**config.mk**
```make
export PLATFORM = sky130hd
export DESIGN_NAME = fifo_bus_dma
export DESIGN_NICKNAME = d
export VERILOG_FILES = /design/src/rtl/dma_mover_pkg.sv /design/src/rtl/dma_irq_latch.sv /design/src/rtl/dma_beat_engine.sv /design/src/rtl/fifo_bus_dma.sv
export SDC_FILE = /design/constraint.sdc
export NUM_CORES = 1
export LEC_CHECK = 0
export ABC_AREA = 1
export ABC_CLOCK_PERIOD_IN_PS = 1600
export BUFFER_PORTS_ARGS = -buffer_cell sky130_fd_sc_hd__buf_4
export CAP_MARGIN = 25
export CORE_ASPECT_RATIO = 0.5
export CORE_MARGIN = 2
export CORE_UTILIZATION = 46
export CTS_CLUSTER_SIZE = 12
export DETAILED_ROUTE_END_ITERATION = 8
export PLACE_DENSITY = 0.78
export RECOVER_POWER = 25
export SYNTH_ARGS = -nofsm -noshare
export SYNTH_HDL_FRONTEND = slang
export SYNTH_HIERARCHICAL = 1
export SYNTH_SLANG_ARGS = --single-unit
```
**constraint.sdc**
```tcl
create_clock -name clk -period 1.6 [get_ports clk]
set_input_delay 0 -clock clk [delete_from_list [all_inputs] [get_ports clk]]
set_output_delay 0 -clock clk [all_outputs]
set_load 0.05 [all_outputs]
```
**src/rtl/dma_mover_pkg.sv**
```systemverilog
package dma_mover_pkg;
  typedef enum logic [2:0] {
    ST_IDLE, ST_FETCH, ST_ADDR, ST_DATA, ST_PUSH, ST_DONE
  } dma_st_e;

  localparam logic [1:0] TR_IDLE   = 2'b00;
  localparam logic [1:0] TR_BUSY   = 2'b01;
  localparam logic [1:0] TR_NONSEQ = 2'b10;
  localparam logic [1:0] TR_SEQ    = 2'b11;
  localparam logic [2:0] BURST_INCR = 3'b001;

  localparam int unsigned IRQ_N    = 3;
  localparam int unsigned IRQ_FULL = 0;
  localparam int unsigned IRQ_EMPTY = 1;
  localparam int unsigned IRQ_DONE = 2;
endpackage

```
**src/rtl/dma_irq_latch.sv**
```systemverilog
module dma_irq_latch (
  input  logic clk,
  input  logic rst_n,
  input  logic trig,
  input  logic gen_en,
  input  logic clr,
  output logic irq
);
  always_ff @(posedge clk or negedge rst_n) begin
    if (!rst_n)               irq <= 1'b0;
    else if (trig && gen_en)  irq <= 1'b1;
    else if (clr)             irq <= 1'b0;
  end

  // stays set until its clear arrives
  p_irq_sticky_r11: assert property (@(posedge clk) disable iff (!rst_n)
    (irq && !clr) |=> irq);
  // nothing but a gated event sets it
  p_irq_gated_r10: assert property (@(posedge clk) disable iff (!rst_n)
    (!irq && !(trig && gen_en)) |=> !irq);
endmodule

```
**src/rtl/dma_beat_engine.sv**
```systemverilog
module dma_beat_engine
  import dma_mover_pkg::*;
#(
  parameter int unsigned ADDR_W  = 32,
  parameter int unsigned DATA_W  = 32,
  parameter int unsigned BYTES_W = 16,
  parameter int unsigned BOUND_W = 10
) (
  input  logic              clk,
  input  logic              rst_n,
  input  logic              go,
  input  logic              dir,
  input  logic [BYTES_W-1:0] bytes,
  input  logic [ADDR_W-1:0] base,
  output logic [ADDR_W-1:0] haddr,
  output logic [1:0]        htrans,
  output logic              hwrite,
  output logic [2:0]        hsize,
  output logic [2:0]        hburst,
  output logic [DATA_W-1:0] hwdata,
  input  logic [DATA_W-1:0] hrdata,
  input  logic              hready,
  output logic              wr_valid,
  input  logic              wr_ready,
  output logic [DATA_W-1:0] wr_data,
  input  logic              rd_valid,
  input  logic [DATA_W-1:0] rd_data,
  output logic              rd_ready,
  output logic              done
);
  localparam int unsigned STEP      = DATA_W / 8;
  localparam int unsigned SIZE_CODE = $clog2(STEP);
  localparam int unsigned CNT_W     = BYTES_W + 1;
  localparam logic [ADDR_W-1:0] ALIGN_MASK = ~ADDR_W'(STEP - 1);

  dma_st_e           st;
  logic              go_q, dir_q, opened;
  logic [ADDR_W-1:0] cur_addr;
  logic [CNT_W-1:0]  left, words;
  logic [DATA_W-1:0] wbuf, rbuf;
  logic              start, on_bound;

  assign start    = go && !go_q;
  assign words    = ({1'b0, bytes} + CNT_W'(STEP - 1)) >> SIZE_CODE;
  assign on_bound = (cur_addr[BOUND_W-1:0] == '0);

  always_ff @(posedge clk or negedge rst_n) begin
    if (!rst_n) begin
      st       <= ST_IDLE;
      go_q     <= 1'b0;
      dir_q    <= 1'b0;
      opened   <= 1'b0;
      cur_addr <= '0;
      left     <= '0;
      wbuf     <= '0;
      rbuf     <= '0;
    end else begin
      go_q <= go;
      unique case (st)
        ST_IDLE: if (start) begin
          cur_addr <= base & ALIGN_MASK;
          dir_q    <= dir;
          left     <= words;
          opened   <= 1'b0;
          if (words == '0) st <= ST_DONE;
          else             st <= dir ? ST_FETCH : ST_ADDR;
        end
        ST_FETCH: if (rd_valid) begin
          wbuf <= rd_data;
          st   <= ST_ADDR;
        end
        ST_ADDR: if (hready) begin
          opened   <= 1'b1;
          cur_addr <= cur_addr + ADDR_W'(STEP);
          st       <= ST_DATA;
        end
        ST_DATA: if (hready) begin
          left <= left - CNT_W'(1);
          if (!dir_q) begin
            rbuf <= hrdata;
            st   <= ST_PUSH;
          end else begin
            st <= (left == CNT_W'(1)) ? ST_DONE : ST_FETCH;
          end
        end
        ST_PUSH: if (wr_ready) begin
          st <= (left == '0) ? ST_DONE : ST_ADDR;
        end
        default: begin
          opened <= 1'b0;
          st     <= ST_IDLE;
        end
      endcase
    end
  end

  always_comb begin
    unique case (st)
      ST_ADDR: htrans = (!opened || on_bound) ? TR_NONSEQ : TR_SEQ;
      ST_DATA: htrans = (opened && left > CNT_W'(1)) ? TR_BUSY : TR_IDLE;
      ST_FETCH, ST_PUSH: htrans = (opened && left != '0) ? TR_BUSY : TR_IDLE;
      default: htrans = TR_IDLE;
    endcase
  end

  assign haddr    = cur_addr;
  assign hwrite   = dir_q;
  assign hsize    = 3'(SIZE_CODE);
  assign hburst   = BURST_INCR;
  assign hwdata   = wbuf;
  assign wr_valid = (st == ST_PUSH);
  assign wr_data  = rbuf;
  assign rd_ready = (st == ST_FETCH);
  assign done     = (st == ST_DONE);

  // address phase frozen under a wait state
  p_addr_hold_r7: assert property (@(posedge clk) disable iff (!rst_n)
    (st == ST_ADDR && !hready) |=> ($stable(haddr) && $stable(htrans) && $stable(hwrite)));
  // write data frozen in a stalled data phase
  p_wdata_hold_r7: assert property (@(posedge clk) disable iff (!rst_n)
    (st == ST_DATA && !hready) |=> $stable(hwdata));
  // push stream keeps its word until taken
  p_push_hold_r5: assert property (@(posedge clk) disable iff (!rst_n)
    (wr_valid && !wr_ready) |=> (wr_valid && $stable(wr_data)));
  // every active beat is word sized and word aligned
  p_word_beat_r3: assert property (@(posedge clk) disable iff (!rst_n)
    htrans[1] |-> (hsize == 3'(SIZE_CODE) && haddr[SIZE_CODE-1:0] == '0));
  // finish request lasts one cycle
  p_done_pulse_r8: assert property (@(posedge clk) disable iff (!rst_n)
    done |=> !done);
  // never pop and push in the same cycle
  p_one_side_r6: assert property (@(posedge clk) disable iff (!rst_n)
    !(wr_valid && rd_ready));
endmodule

```
**src/rtl/fifo_bus_dma.sv**
```systemverilog
module fifo_bus_dma
  import dma_mover_pkg::*;
#(
  parameter int unsigned ADDR_W  = 32,
  parameter int unsigned DATA_W  = 32,
  parameter int unsigned BYTES_W = 16,
  parameter int unsigned BOUND_W = 10
) (
  input  logic               clk,
  input  logic               rst_n,
  input  logic               cfg_go,
  input  logic               cfg_dir,
  input  logic [BYTES_W-1:0] cfg_bytes,
  input  logic [ADDR_W-1:0]  cfg_addr,
  output logic               go_clr,
  input  logic               gen_full_en,
  input  logic               gen_empty_en,
  input  logic               gen_done_en,
  input  logic               fifo_full,
  input  logic               fifo_empty,
  input  logic               clr_full,
  input  logic               clr_empty,
  input  logic               clr_done,
  output logic               irq_full,
  output logic               irq_empty,
  output logic               irq_done,
  output logic               wr_valid,
  input  logic               wr_ready,
  output logic [DATA_W-1:0]  wr_data,
  input  logic               rd_valid,
  output logic               rd_ready,
  input  logic [DATA_W-1:0]  rd_data,
  output logic [ADDR_W-1:0]  m_haddr,
  output logic [1:0]         m_htrans,
  output logic               m_hwrite,
  output logic [2:0]         m_hsize,
  output logic [2:0]         m_hburst,
  output logic [DATA_W-1:0]  m_hwdata,
  input  logic [DATA_W-1:0]  m_hrdata,
  input  logic               m_hready
);
  logic             run_done;
  logic             full_q, empty_q;
  logic [IRQ_N-1:0] trig_v, gen_v, clr_v, irq_v;

  dma_beat_engine #(
    .ADDR_W(ADDR_W), .DATA_W(DATA_W), .BYTES_W(BYTES_W), .BOUND_W(BOUND_W)
  ) u_engine (
    .clk(clk), .rst_n(rst_n),
    .go(cfg_go), .dir(cfg_dir), .bytes(cfg_bytes), .base(cfg_addr),
    .haddr(m_haddr), .htrans(m_htrans), .hwrite(m_hwrite), .hsize(m_hsize),
    .hburst(m_hburst), .hwdata(m_hwdata), .hrdata(m_hrdata), .hready(m_hready),
    .wr_valid(wr_valid), .wr_ready(wr_ready), .wr_data(wr_data),
    .rd_valid(rd_valid), .rd_data(rd_data), .rd_ready(rd_ready),
    .done(run_done)
  );

  always_ff @(posedge clk or negedge rst_n) begin
    if (!rst_n) begin
      full_q  <= 1'b0;
      empty_q <= 1'b0;
    end else begin
      full_q  <= fifo_full;
      empty_q <= fifo_empty;
    end
  end

  assign trig_v[IRQ_FULL]  = fifo_full && !full_q;
  assign trig_v[IRQ_EMPTY] = fifo_empty && !empty_q;
  assign trig_v[IRQ_DONE]  = run_done;
  assign gen_v  = {gen_done_en, gen_empty_en, gen_full_en};
  assign clr_v  = {clr_done, clr_empty, clr_full};

  for (genvar i = 0; i < IRQ_N; i++) begin : g_irq
    dma_irq_latch u_latch (
      .clk(clk), .rst_n(rst_n), .trig(trig_v[i]), .gen_en(gen_v[i]),
      .clr(clr_v[i]), .irq(irq_v[i])
    );
  end

  assign irq_full  = irq_v[IRQ_FULL];
  assign irq_empty = irq_v[IRQ_EMPTY];
  assign irq_done  = irq_v[IRQ_DONE];
  assign go_clr    = run_done;

  // finish request never coincides with an active beat
  p_clr_idle_bus_r8: assert property (@(posedge clk) disable iff (!rst_n)
    go_clr |-> !m_htrans[1]);
endmodule

```
==> run metrics, run 1 <==
Tot GR Track Use=70.72%; adder-cell area share of the yosys netlist=0.9311%; complex-gate fraction of the synthesized area=11.14%; Yosys reg bits=122; YS warnings=6; antenna violations before repair=11; Synth Instances=787; Starting Density=46.82%; gpl congestion=0.9201; largest net degree at the start of global routing=64; # clock sinks=122; stop err=[ERROR GRT-0232] Routing congestion too high. Check the congestion heatmap in the GUI.; Mapped Area=6719 µm²; ys async rst share=100.0%; status=aborted with a tool error; IO Count=238; Post-synth EDFFs=0; Synth Area in Simple Gates=22.48%; post-synthesis sequential area ratio=45.44%; Overflow after GRT=2; dominant synthesized flop cell=dfrtp_1; row cnt=31; Cell Count Post-Placement=1,287; port bufs=227; Yosys cell types=42; Synth Area in XOR/XNOR=1.434%; DIE HEIGHT=89.46 µm; Exit stage=global routing (5_1_grt); clk buf depth=2; H-tree depth=4; WEP type=primary output; CTS Buf Count=17; grt repair worst endpoint=m_htrans[0]; HPWL after DPL=14,760 µm; largest family of logic cells by synthesized area=simple AND/OR/NAND/NOR gates; Die X=174.9 µm; CTS root buffer=clkbuf_16; post-synthesis mux area share=10.73%; Mapped Avg Cell Area=8.537 µm²
## synth_stat cells, types with 11 or more instances
cell type | instances | area, µm²
a21oi_1 | 39 | 195.2
o22ai_1 | 11 | 68.82
nand2_1 | 148 | 555.5
mux2_2 | 53 | 596.8
dfrtp_1 | 122 | 3053
o21ai_0 | 50 | 250.2
mux2_1 | 11 | 123.9
o21ai_1 | 14 | 70.07
inv_1 | 80 | 300.3
nor3_1 | 20 | 100.1
nand3_1 | 37 | 185.2
buf_2 | 14 | 70.07
nand4_1 | 11 | 68.82
nor2_1 | 69 | 259.0
xor2_1 | 11 | 96.34
## metal layers
layer | GRT usage (%) | overflow
met1 | 68.31 | 0
met3 | 62.41 | 0
met5 | 28.27 | 0
met2 | 88.43 | 1
met4 | 65.76 | 1
## metrics by stage
step	setup TNS (ps)	instance area, µm²	worst slack (ps)
4_1_cts	-2897	11950	-409.5
3_5_place_dp	-1781	9492	-111.4
3_3_place_gp	-474.5	9492	-65.64
2_1_floorplan	-6376	6895	-312.1
## cell families after synthesis
kind of cell | Yosys count
buffers and inverters | 122
DFF | 122
adders and majority gates | 5
and+or+nand+nor | 325
AOI/OAI and AO/OA | 136
muxes | 64
xor gates and xnor gates | 11
other | 2
## what timing repair did
action	4_1_cts
pin swaps	36
hold buffers	111
endpoints found under the hold margin	227
gates resized for setup	115
setup buffers	34
cloned	6
endpoints found under the setup margin	47
==> run 2: changes to the inputs <==
--- a/config.mk
+++ b/config.mk
@@ -6,15 +6,13 @@
 export NUM_CORES = 1
 export LEC_CHECK = 0
 export ABC_AREA = 1
-export ABC_CLOCK_PERIOD_IN_PS = 1600
+export ABC_CLOCK_PERIOD_IN_PS = 2080
 export BUFFER_PORTS_ARGS = -buffer_cell sky130_fd_sc_hd__buf_4
 export CAP_MARGIN = 25
-export CORE_ASPECT_RATIO = 0.5
 export CORE_MARGIN = 2
-export CORE_UTILIZATION = 46
-export CTS_CLUSTER_SIZE = 12
+export CORE_UTILIZATION = 40
 export DETAILED_ROUTE_END_ITERATION = 8
-export PLACE_DENSITY = 0.78
+export PLACE_DENSITY_LB_ADDON = 0.15
 export RECOVER_POWER = 25
 export SYNTH_ARGS = -nofsm -noshare
 export SYNTH_HDL_FRONTEND = slang
==> constraint.sdc (replaced) <==
create_clock -name clk -period 2.08 [get_ports clk]
set_input_delay 0 -clock clk [delete_from_list [all_inputs] [get_ports clk]]
set_output_delay 0 -clock clk [all_outputs]
set_load 0.05 [all_outputs]
==> run metrics, run 2 <==
layout cells sized above 1=35.61%; # fillers=1,390; final number of setup-violating endpoints=0; most common cell after layout, fill and taps aside=buf_4; largest net degree at the start of global routing=55; vias in the first global route=6,762; Buf+Inv Stages, Crit Path=5; Worst-Margin Slew=804.3 ps; gpl congestion=0.8280; unrepaired setup endpoints after global routing=yes; area of the die=17,850 µm²; post-route setup slack=112.1 ps; post-synthesis sequential area ratio=45.44%; Synth Instances=787; Mapped Avg Cell Area=8.537 µm²; Mapped Area=6719 µm²; CTS tree=built; Crit Path Class=flop to primary output; Final Slew Violations=0; Initial DRC Count=310; drt total wl=20,520 µm; most used cell, CP=inv_2; Yosys reg bits=122; final hold vios=0; Core Area=16,520 µm²; most common cell in the netlist=nand2_1; CTS root buffer=clkbuf_16; DIE HEIGHT=133.6 µm; vias post-DR=6,782; Yosys cell types=42; first-pass GRT wire length=33,330 µm; Post-synth EDFFs=0; clk buf depth=2; period utilization=94.61%; ys async rst share=100.0%; row cnt=47; Reg-to-Reg Start=u_engine/left[4]$_DFFE_PN0P_; critical path arrival=1970 ps; Overflow after GRT=0; Critical Path RT=2080 ps; # DRC=0; share of the synthesized area in the top cell type=45.44%; Max FO, Critical Path=49; HPWL after DPL=13,840 µm; Die X=133.6 µm; ant diodes=0; CTS Buf Count=17; status=completed; Commonest cells post-synth=148 x nand2_1, 122 x dfrtp_1, 80 x inv_1; Place WS=200.1 ps; Clock Skew=7.521 ps; critical path cell sequence=inv_2 > nand3_2 > inv_2 > buf_12 > o311ai_1 > buf_4 > o31ai_4 > buf_6; dominant synthesized flop cell=dfrtp_1; crit path time final=1968 ps; static leakage=5.133 nW; critical path startpoint=u_engine/st[2]$_DFFE_PN0P_; PD cells=1593 nW/µm²; Hold Crit Class=primary input to flop; area leader, netlist=dfrtp_1; Synth area leaders=dfrtp_1 45%, mux2_2 8.9%, nand2_1 8.3%, inv_1 4.5%, nor2_1 3.9%; # nets final=1,290; critical path's slowest cell=dfrtp_1; Area growth syn-to-layout=58.29%; antenna violations before repair=0; WL per Instance=14.75 µm; # clock sinks=122; CP delay by family, top=buffers and inverters; setup slack, reg-to-reg=110 ps; post-route ant nets=0; most frequent cells in the layout=257 x buf_4, 145 x nand2_1, 120 x dfrtp_1; hold_sp=cfg_bytes[10]; via density per instance=4.876; first-pass detailed-route iteration total=5; Slew headroom=46.38%; Setup crit start kind=flop; maximum clock frequency=508.2 MHz; clk_lat worst skew=410 ps; H-tree depth=4; VDD IR max=0.001017 V; IO Count=238; Starting Density=40.66%; Tot GR Track Use=23.18%; port bufs=227; # Max-Cap Violations=0; Clock transition at path regs=50 ps; YS warnings=6; Setup TNS Final=0 ps; Critical Path End Type=primary output; Worst path max stage delay=430 ps
==> run 2: cell counts after synthesis <==
Identical to the previous run, type by type.
==> run 2: area by class of cell <==
type                    count  area (µm²)  share of cell area (%)
well taps                 220       275.3                   2.588
clock buffers              19       432.9                   4.071
flip-flops and latches    122        3055                   28.73
inverters                  90       337.8                   3.176
repair buffers            378        3138                   29.51
multi-input cells         549        3252                   30.58
clock inverters            13       143.9                   1.353
==> run 2: metrics by stage <==
| step | cell area (µm²) | hold slack [ps] | util (%) | power [W] | cells |
|---|---|---|---|---|---|
| after detailed placement | 8781 | -27.42 | 53.14 | 0.01369 | 1232 |
| after floorplan | 6766 | -295.6 | - | 0.01078 | 793 |
| after global placement | 8781 | -24.31 | 53.14 | 0.01359 | 1232 |
| after global routing | 10640 | 45.28 | 64.36 | 0.01792 | 1391 |
| final | 10640 | 22.13 | 64.36 | 0.01694 | 1391 |
| after CTS | 10590 | 6.234 | 64.09 | 0.01688 | 1388 |
==> run 2: path summary, 6_finish.rpt <==
| path | endpoint | cells past startpoint |
|---|---|---|
| max | m_htrans[0] | 8 |
| min | u_engine/left[8]$_DFFE_PN0P_ | 5 |
| max reg2reg | u_engine/left[15]$_DFFE_PN0P_ | 15 |
| min reg2reg | u_engine/wr_data[18]$_DFFE_PN0P_ | 1 |
| max in group asynchronous | u_engine/hwdata[1]$_DFFE_PN0P_ | 3 |
| min in group asynchronous | u_engine/haddr[14]$_DFFE_PN0P_ | 2 |
==> run 2: power breakdown <==
| part | leakage (nW) | switching [W] | total [W] | internal [W] |
|---|---|---|---|---|
| Clock | 0.270 | 0.00113 | 0.00290 | 0.00177 |
| Combinational | 3.40 | 0.00643 | 0.00966 | 0.00324 |
| Sequential | 1.47 | 0.000877 | 0.00438 | 0.00350 |
| Total | 5.13 | 0.00843 | 0.0169 | 0.00851 |
==> run 2: worst reg2reg max path, delay by kind of cell, from the launching register on <==
family | cells | cell delay [ps]
buf+inv | 6 | 560
flops | 1 | 400
simple gates | 8 | 850
compound gates | 1 | 50
==> run 2: kinds of logic after synthesis <==
kind of cell | synth area share (%)
xor+xnor | 1.434
simple gates | 22.48
mux | 10.73
fa+ha+maj | 0.9311
other cells | 0.1118
compound gates | 11.14
flops | 45.44
buf+inv | 7.747
==> run 2: layer usage <==
metal | global-route usage [%] | vias up | part of all wire [%]
met5 | 0 | - | 0
met3 | 4.642 | 42 | 5.2
met2 | 39.75 | 220 | 51
li1 | - | 3348 | -
met1 | 28.70 | 3172 | 41
met4 | 9.279 | 0 | 2.8
==> run 2: what timing repair did <==
item	CTS	global route
hold endpoints to repair	230	0
setup buffers	12	3
hold buffers	112	0
pin swaps	5	10
gates resized for setup	10	14
setup endpoints to repair	1	6
Note: power is estimated with default switching activity, not from simulation.
